### src/rtl/bshift_pkg.sv
package bshift_pkg;
  localparam logic [2:0] OP_SLL = 3'b000;
  localparam logic [2:0] OP_SRL = 3'b001;
  localparam logic [2:0] OP_SRA = 3'b010;
  localparam logic [2:0] OP_ROL = 3'b011;
  localparam logic [2:0] OP_ROR = 3'b100;
endpackage

### src/rtl/bshift_mirror.sv
module bshift_mirror #(
  parameter int W = 8
) (
  input  logic [W-1:0] a,
  output logic [W-1:0] y
);
  for (genvar i = 0; i < W; i++) begin : g_bit
    assign y[i] = a[W-1-i];
  end
endmodule

### src/rtl/bshift_stage.sv
module bshift_stage #(
  parameter int W = 8,
  parameter int D = 1
) (
  input  logic [W-1:0] d,
  input  logic         en,
  input  logic         rot,
  input  logic         fill,
  output logic [W-1:0] q
);
  logic [W-1:0] wrapped;
  logic [W-1:0] filled;

  assign wrapped = {d[W-1-D:0], d[W-1:W-D]};
  assign filled  = {d[W-1-D:0], {D{fill}}};

  always_comb begin
    if (!en)      q = d;
    else if (rot) q = wrapped;
    else          q = filled;
  end
endmodule

### src/rtl/bshift_core.sv
module bshift_core #(
  parameter int W  = 8,
  parameter int AW = $clog2(W)
) (
  input  logic [W-1:0]  d,
  input  logic [AW-1:0] amt,
  input  logic          rot,
  input  logic          fill,
  output logic [W-1:0]  q
);
  logic [W-1:0] lv [0:AW];

  assign lv[0] = d;

  for (genvar k = 0; k < AW; k++) begin : g_stage
    bshift_stage #(.W(W), .D(1 << k)) u_st (
      .d   (lv[k]),
      .en  (amt[k]),
      .rot (rot),
      .fill(fill),
      .q   (lv[k+1])
    );
  end

  assign q = lv[AW];
endmodule

### src/rtl/barrel_shift_unit.sv
module barrel_shift_unit
  import bshift_pkg::*;
#(
  parameter int W  = 8,
  parameter int AW = $clog2(W)
) (
  input  logic          clk,
  input  logic          rst,
  input  logic [W-1:0]  din,
  input  logic [AW-1:0] amt,
  input  logic [2:0]    mode,
  output logic [W-1:0]  dout
);
  logic          is_right;
  logic          is_rot;
  logic          is_known;
  logic          fill_bit;
  logic [W-1:0]  din_rev;
  logic [W-1:0]  core_in;
  logic [W-1:0]  core_out;
  logic [W-1:0]  core_rev;
  logic [AW-1:0] eff_amt;
  logic [W-1:0]  nxt;

  assign is_right = (mode == OP_SRL) || (mode == OP_SRA) || (mode == OP_ROR);
  assign is_rot   = (mode == OP_ROL) || (mode == OP_ROR);
  assign is_known = (mode <= OP_ROR);
  assign fill_bit = (mode == OP_SRA) ? din[W-1] : 1'b0;
  assign eff_amt  = is_known ? amt : '0;

  bshift_mirror #(.W(W)) u_mir_in  (.a(din),      .y(din_rev));
  assign core_in = is_right ? din_rev : din;

  bshift_core #(.W(W), .AW(AW)) u_core (
    .d   (core_in),
    .amt (eff_amt),
    .rot (is_rot),
    .fill(fill_bit),
    .q   (core_out)
  );

  bshift_mirror #(.W(W)) u_mir_out (.a(core_out), .y(core_rev));
  assign nxt = is_right ? core_rev : core_out;

  always_ff @(posedge clk) begin
    if (rst) dout <= '0;
    else     dout <= nxt;
  end

  p_reset_r8: assert property (@(posedge clk) $past(rst) |-> dout == '0);

  p_zero_amt_r6: assert property (@(posedge clk) disable iff (rst)
    (!$past(rst) && $past(amt) == '0) |-> dout == $past(din));

  p_other_code_r7: assert property (@(posedge clk) disable iff (rst)
    (!$past(rst) && $past(mode) > OP_ROR) |-> dout == $past(din));

  p_sll_lsb_r1: assert property (@(posedge clk) disable iff (rst)
    (!$past(rst) && $past(mode) == OP_SLL && $past(amt) != '0) |-> dout[0] == 1'b0);

  p_srl_msb_r2: assert property (@(posedge clk) disable iff (rst)
    (!$past(rst) && $past(mode) == OP_SRL && $past(amt) != '0) |-> dout[W-1] == 1'b0);

  p_sra_sign_r3: assert property (@(posedge clk) disable iff (rst)
    (!$past(rst) && $past(mode) == OP_SRA) |-> dout[W-1] == $past(din[W-1]));

  p_rot_ones_r4: assert property (@(posedge clk) disable iff (rst)
    (!$past(rst) && ($past(mode) == OP_ROL || $past(mode) == OP_ROR))
      |-> $countones(dout) == $countones($past(din)));
endmodule

### config.mk
export PLATFORM = sky130hd
export DESIGN_NAME = barrel_shift_unit
export DESIGN_NICKNAME = d
export VERILOG_FILES = /design/src/rtl/bshift_pkg.sv /design/src/rtl/bshift_mirror.sv /design/src/rtl/bshift_stage.sv /design/src/rtl/bshift_core.sv /design/src/rtl/barrel_shift_unit.sv
export SDC_FILE = /design/constraint.sdc
export NUM_CORES = 1
export LEC_CHECK = 0
export CELL_PAD_IN_SITES_DETAIL_PLACEMENT = 0
export CELL_PAD_IN_SITES_GLOBAL_PLACEMENT = 1
export CORE_MARGIN = 3
export CORE_UTILIZATION = 39
export DETAILED_ROUTE_END_ITERATION = 7
export PLACE_DENSITY = 0.83
export SLEW_MARGIN = 20
export SYNTH_ARGS = -nofsm -noshare
export SYNTH_HDL_FRONTEND = slang
export SYNTH_SLANG_ARGS = --single-unit
export TNS_END_PERCENT = 5
### constraint.sdc
create_clock -name clk -period 4.3 [get_ports clk]
set_input_delay 0.645 -clock clk [delete_from_list [all_inputs] [get_ports clk]]
set_output_delay 0.645 -clock clk [all_outputs]
set_load 0.05 [all_outputs]
======== Yosys cells after proc, flatten, opt, wreduce, memory -nomap -nowiden ========
Cells that the tools add are included.
word-level totals
  register bits ........................... 8
  input bits .............................. 16
  output and inout port bits .............. 8
  logic and storage cells ................. 19
operators by class
  reduce and logical (&&, ||, !) cells .... 3
  magnitude comparators ................... 1
  mux-type cells .......................... 10
  equality and inequality tests ........... 4
operators with widths
  cell                                           count
  two-way mux 8 bit                              5
  == test 3 x 2 -> 1 bit, second input constant  2
  two-way mux 4 bit                              1
  == test 3 x 1 -> 1 bit, second input constant  1
  == test 3 bit, second input constant           1
  <= comparator 3 bit, second input constant     1
  logical OR 1 bit                               3
  two-way mux 3 bit                              1
  two-way mux 1 bit                              2
  two-way mux 2 bit                              1

======== Logic depth before layout (Yosys ltp) ========
  depth in word-level cells ............... 11
  gate-level depth with buffers ........... 8
  depth with buffers taken out ............ 7

======== Hierarchy ========
A second synthesis with hierarchy kept.
second synthesis, totals
  cells, all modules ...................... 115
  area, all modules ....................... 1057.3 um^2
by module, submodules not included
  module                                 times used  area each (um^2)  cells each  sequential area each (um^2)
  barrel_shift_unit                      1           519.2             57          160.2
  bshift_stage (u_core.g_stage[2].u_st)  1           143.9             18          0.0
  bshift_stage (u_core.g_stage[1].u_st)  1           138.9             13          0.0
  bshift_stage (u_core.g_stage[0].u_st)  1           135.1             11          0.0
  bshift_mirror                          2           60.1              8           0.0

======== Worst setup path before layout ========
OpenSTA, ideal clock, no wires.
  path kind ............................... input port to flip-flop
  from .................................... input port mode[2]
  to ...................................... register dout[2]
  slack ................................... 1906 ps
  stages on the path ...................... 8
  data required time ...................... 4188 ps
  library setup time ...................... 112 ps
  arrival time ............................ 2282 ps
  buffers on the path ..................... 1
  cells stage by stage .................... maj3_2 or2_1 buf_4 mux2i_1 o21a_1 a211oi_1 a21oi_1 a2111oi_1
on the way
  cells in the longest elaborated chain, start to end .. 9
  elaborated cells on any way between the ends .. 18
  those cells by class .................... order compare: 1; eq/ne: 4; mux: 10; reduce/logical: 3
ends and longest elaborated chain
  item                                                                         line                     RTL
  start, declared                                                              barrel_shift_unit.sv:11  input logic [2:0] mode,
  parallel branches: the longest is 8 deep, another holds <= comparator 3 bit  n/a
  two-way mux 8 bit *                                                          barrel_shift_unit.sv:43  assign nxt = is_right ? core_rev : core_out;
  end signal, assigned                                                         barrel_shift_unit.sv:47  else dout <= nxt;
  end, declared                                                                barrel_shift_unit.sv:12  output logic [W-1:0] dout
Mark *: on every way between the ends.
A chain may end at the register's enable or synchronous reset.

======== Worst setup path in the final report ========
  from .................................... input port mode[1]
  to ...................................... register dout[5]
on the way
  cells in the longest elaborated chain, start to end .. 9
  elaborated cells on any way between the ends .. 18
  those cells by class .................... order compare: 1; eq/ne: 4; mux: 10; reduce/logical: 3
ends and longest elaborated chain
  item                                                                         line
  parallel branches: the longest is 8 deep, another holds <= comparator 3 bit  n/a
  two-way mux 8 bit *                                                          barrel_shift_unit.sv:43
Marks and branches as above.

==> out/qor.yml <==
status:
  status: "completed"
power:
  p_per_area_mw_per_mm2: 256
  p_sw_share_pct: 42.8
  p_switching_uw: 144
  power_frac_clock_pct: 16.6
  p_int_uw: 192
  share_seq_of_total_power_pct: 25.7
  power_leakage_nw: 0.505
  irDropWorstVdd_mv: 0.271
  combPwrFrac_pct: 57.7
detailed_routing:
  ant_nets: 0
  drt_iter0_drc: 71
  post_drt_wl_per_cell_um: 16.5
  drc_errors: 0
  vias: 1237
  routed_via_density: 6.54
  routed_wirelength_um: 3120
  first_pass_iters: 5
yosys:
  ys_warn_count: 0
  synth_area_per_cell_um2: 7.52
  synth-edff-count: 0
  synth_cell_types: 54
  async_flop_share_pct: 0
  seq_area_frac_synth_pct: 15.1
  syn_nets: 157
  synth_area_mm2: 0.00106
  syn_inst: 141
  ys_ff_latch: 8
  ys.flop_type: "dfxtp_1"
clock_tree:
  cts_resized: 0
  numCtsBuffers: 3
  cts_htree_levels: 1
  post_cts_buffers: 0
  clk_pin_slew_ns: 0.05
  cts_root_buffer: "clkbuf_4"
  clock_path_buffers: 2
  cts_tree: "yes"
  ctsHoldBuffers: 0
  clkSinkCount: 8
place:
  pre_cts_ws_ns: 0.676
  gp_congestion: 0.900
  io_buffers: 23
  dpl.hpwl_um: 2410
  placed_cell_area_mm2: 0.00129
  dpl.cell_count: 186
critical_path:
  critPathLaunch: "mode[1]"
  slowest_stage: "clkdlybuf4s50_1"
  critPathKind: "in2reg"
  cp-endpoint: "dout[5]$_SDFF_PP0_"
  worstPathRequired_ns: 4.41
  end_kind: "flop"
  critPathMaxFanout: 14
  start_kind: "input port"
  arrival_ns: 3.54
  crit_path_max_incr_delay_ns: 0.67
  path_cells: "clkdlybuf4s50_1, maj3_2, nor2_2, mux2i_1, a21oi_1, and2_1, a2111oi_0, a2111oi_1"
floorplan:
  start_util_pct: 42.0
  die_h_um: 58.1
  ios: 24
  dieWidth_um: 58.1
  core_mm2: 0.00252
  rows: 18
  dieArea_mm2: 0.00338
global_routing:
  overflow: 0
  grt_max_degree: 15
  first_global_vias: 1081
  grt_usage_pct: 19.5
  antenna_found_initial: 0
  grt_pass1_wl_um: 5180
finish:
  stdcell_count: 189
  design_area_mm2: 0.00131
  utilization_pct: 51.9
  largest_register: "dout"
  reg_top3: "dout x8"
  final_common_cell: "clkdlybuf4s50_1"
  layout_common_cells: "23 x clkdlybuf4s50_1, 14 x nor2_1, 11 x mux2i_1"
  largest_reg_flops: 8
  fillerInstances: 245
  num_antenna_cells: 0
  nets: 177
  drive_gt1_share_pct: 7.55
  syn2layout_area_growth_pct: 23.6
sta:
  layout_setup_ws_ns: 0.866
  finalHoldViolations: 0
  rsz0062_at_grt: "no"
  fin_crit_sh_pct: 79.9
  fmax_ghz: 0.291
  min_period_ns: 3.43
  worst_slew_pin_slew_ns: 0.537
  slew_viol_final: 0
  setup_viol: 0
  fin_tns_setup_ns: 0
  slew_headroom_pct: 64.1
job:
  cap_violations: 0
hold_path:
  worst_hold_path_type: "in2reg"
critical path: cells and delay by family:
family,cells,cell delay (ns)
multiplexers,1,0.40
AO/OA/AOI/OAI,3,0.71
adder cells (fa/ha/maj),1,0.47
buffers and inverters,1,0.67
AND/OR/NAND/NOR,2,0.64
final cells by class:
cell class              count  area, um2  share of cell area (%)
multi-input cells         123        852                    65.0
repair buffers             23        230                    17.6
flip-flops and latches      8        160                    12.2
well taps                  30       37.5                    2.87
clock buffers               3       22.5                    1.72
inverters                   2       7.51                   0.573
routing by layer:
metal	up-vias	GRT usage (%)	wire, um
met4	0	2.98	53
met5	-	0	0
li1	596	-	-
met2	61	28.9	1380
met3	8	4.45	283
met1	572	29.0	1400
worst min-delay path by stage:
stage                                     to  cells past startpoint  start
after floorplan           dout[0]$_SDFF_PP0_                      1    rst
after global placement    dout[0]$_SDFF_PP0_                      2    rst
after detailed placement  dout[0]$_SDFF_PP0_                      2    rst
after CTS                 dout[0]$_SDFF_PP0_                      2    rst
after global routing      dout[0]$_SDFF_PP0_                      2    rst
final                     dout[0]$_SDFF_PP0_                      2    rst
synth_stat cells, drive strengths merged, types with 2 or more instances:
cell type   n  area (um2)
and2        5        31.3
nor2       15        58.8
o22ai       3        18.8
buf         6        32.5
a211oi      2        15.0
nand2      10        37.5
nand2b      2        12.5
xnor2       2        17.5
a221oi      2        17.5
o2bb2ai     2        17.5
mux2        2        22.5
or2         3        18.8
dfxtp       8         160
o21ai       8        40.0
a2111oi     4        37.5
o211a       2        20.0
clkbuf      2        7.51
nand3       9        45.0
o21a        2        15.0
a22oi       4        30.0
a21oi       8        40.0
mux2i      11         110
inv         2        7.51
a21o        2        15.0
o211ai      2        15.0
or3         2        12.5
through the flow:
step,power [mW],hold WS [ns]
after floorplan,0.219,0.714
after global placement,0.279,1.42
after detailed placement,0.278,1.39
after CTS,0.335,1.13
after global routing,0.357,1.20
final,0.335,1.14
cells by family (layout without fill, tap and decap cells):
kind of cell | count (synthesis) | after routing | share of synthesized area (%)
AOI/OAI and AO/OA | 54 | 54 | 37.5
xor gates and xnor gates | 3 | 3 | 3.78
adders and majority gates | 1 | 1 | 1.06
buffers and inverters | 10 | 28 | 4.49
DFF | 8 | 8 | 15.1
muxes | 13 | 13 | 12.5
and+or+nand+nor | 52 | 52 | 25.5
power groups by stage:
stage / Clock, mW / Sequential (mW) / Combinational, mW
after floorplan: 0 / 0.123 / 0.0966
after global placement: 0 / 0.0876 / 0.192
after detailed placement: 0 / 0.0877 / 0.190
after CTS: 0.0581 / 0.0862 / 0.191
after global routing: 0.0632 / 0.0870 / 0.207
final: 0.0558 / 0.0861 / 0.193
No activity file was read; power rests on OpenSTA's default activity.
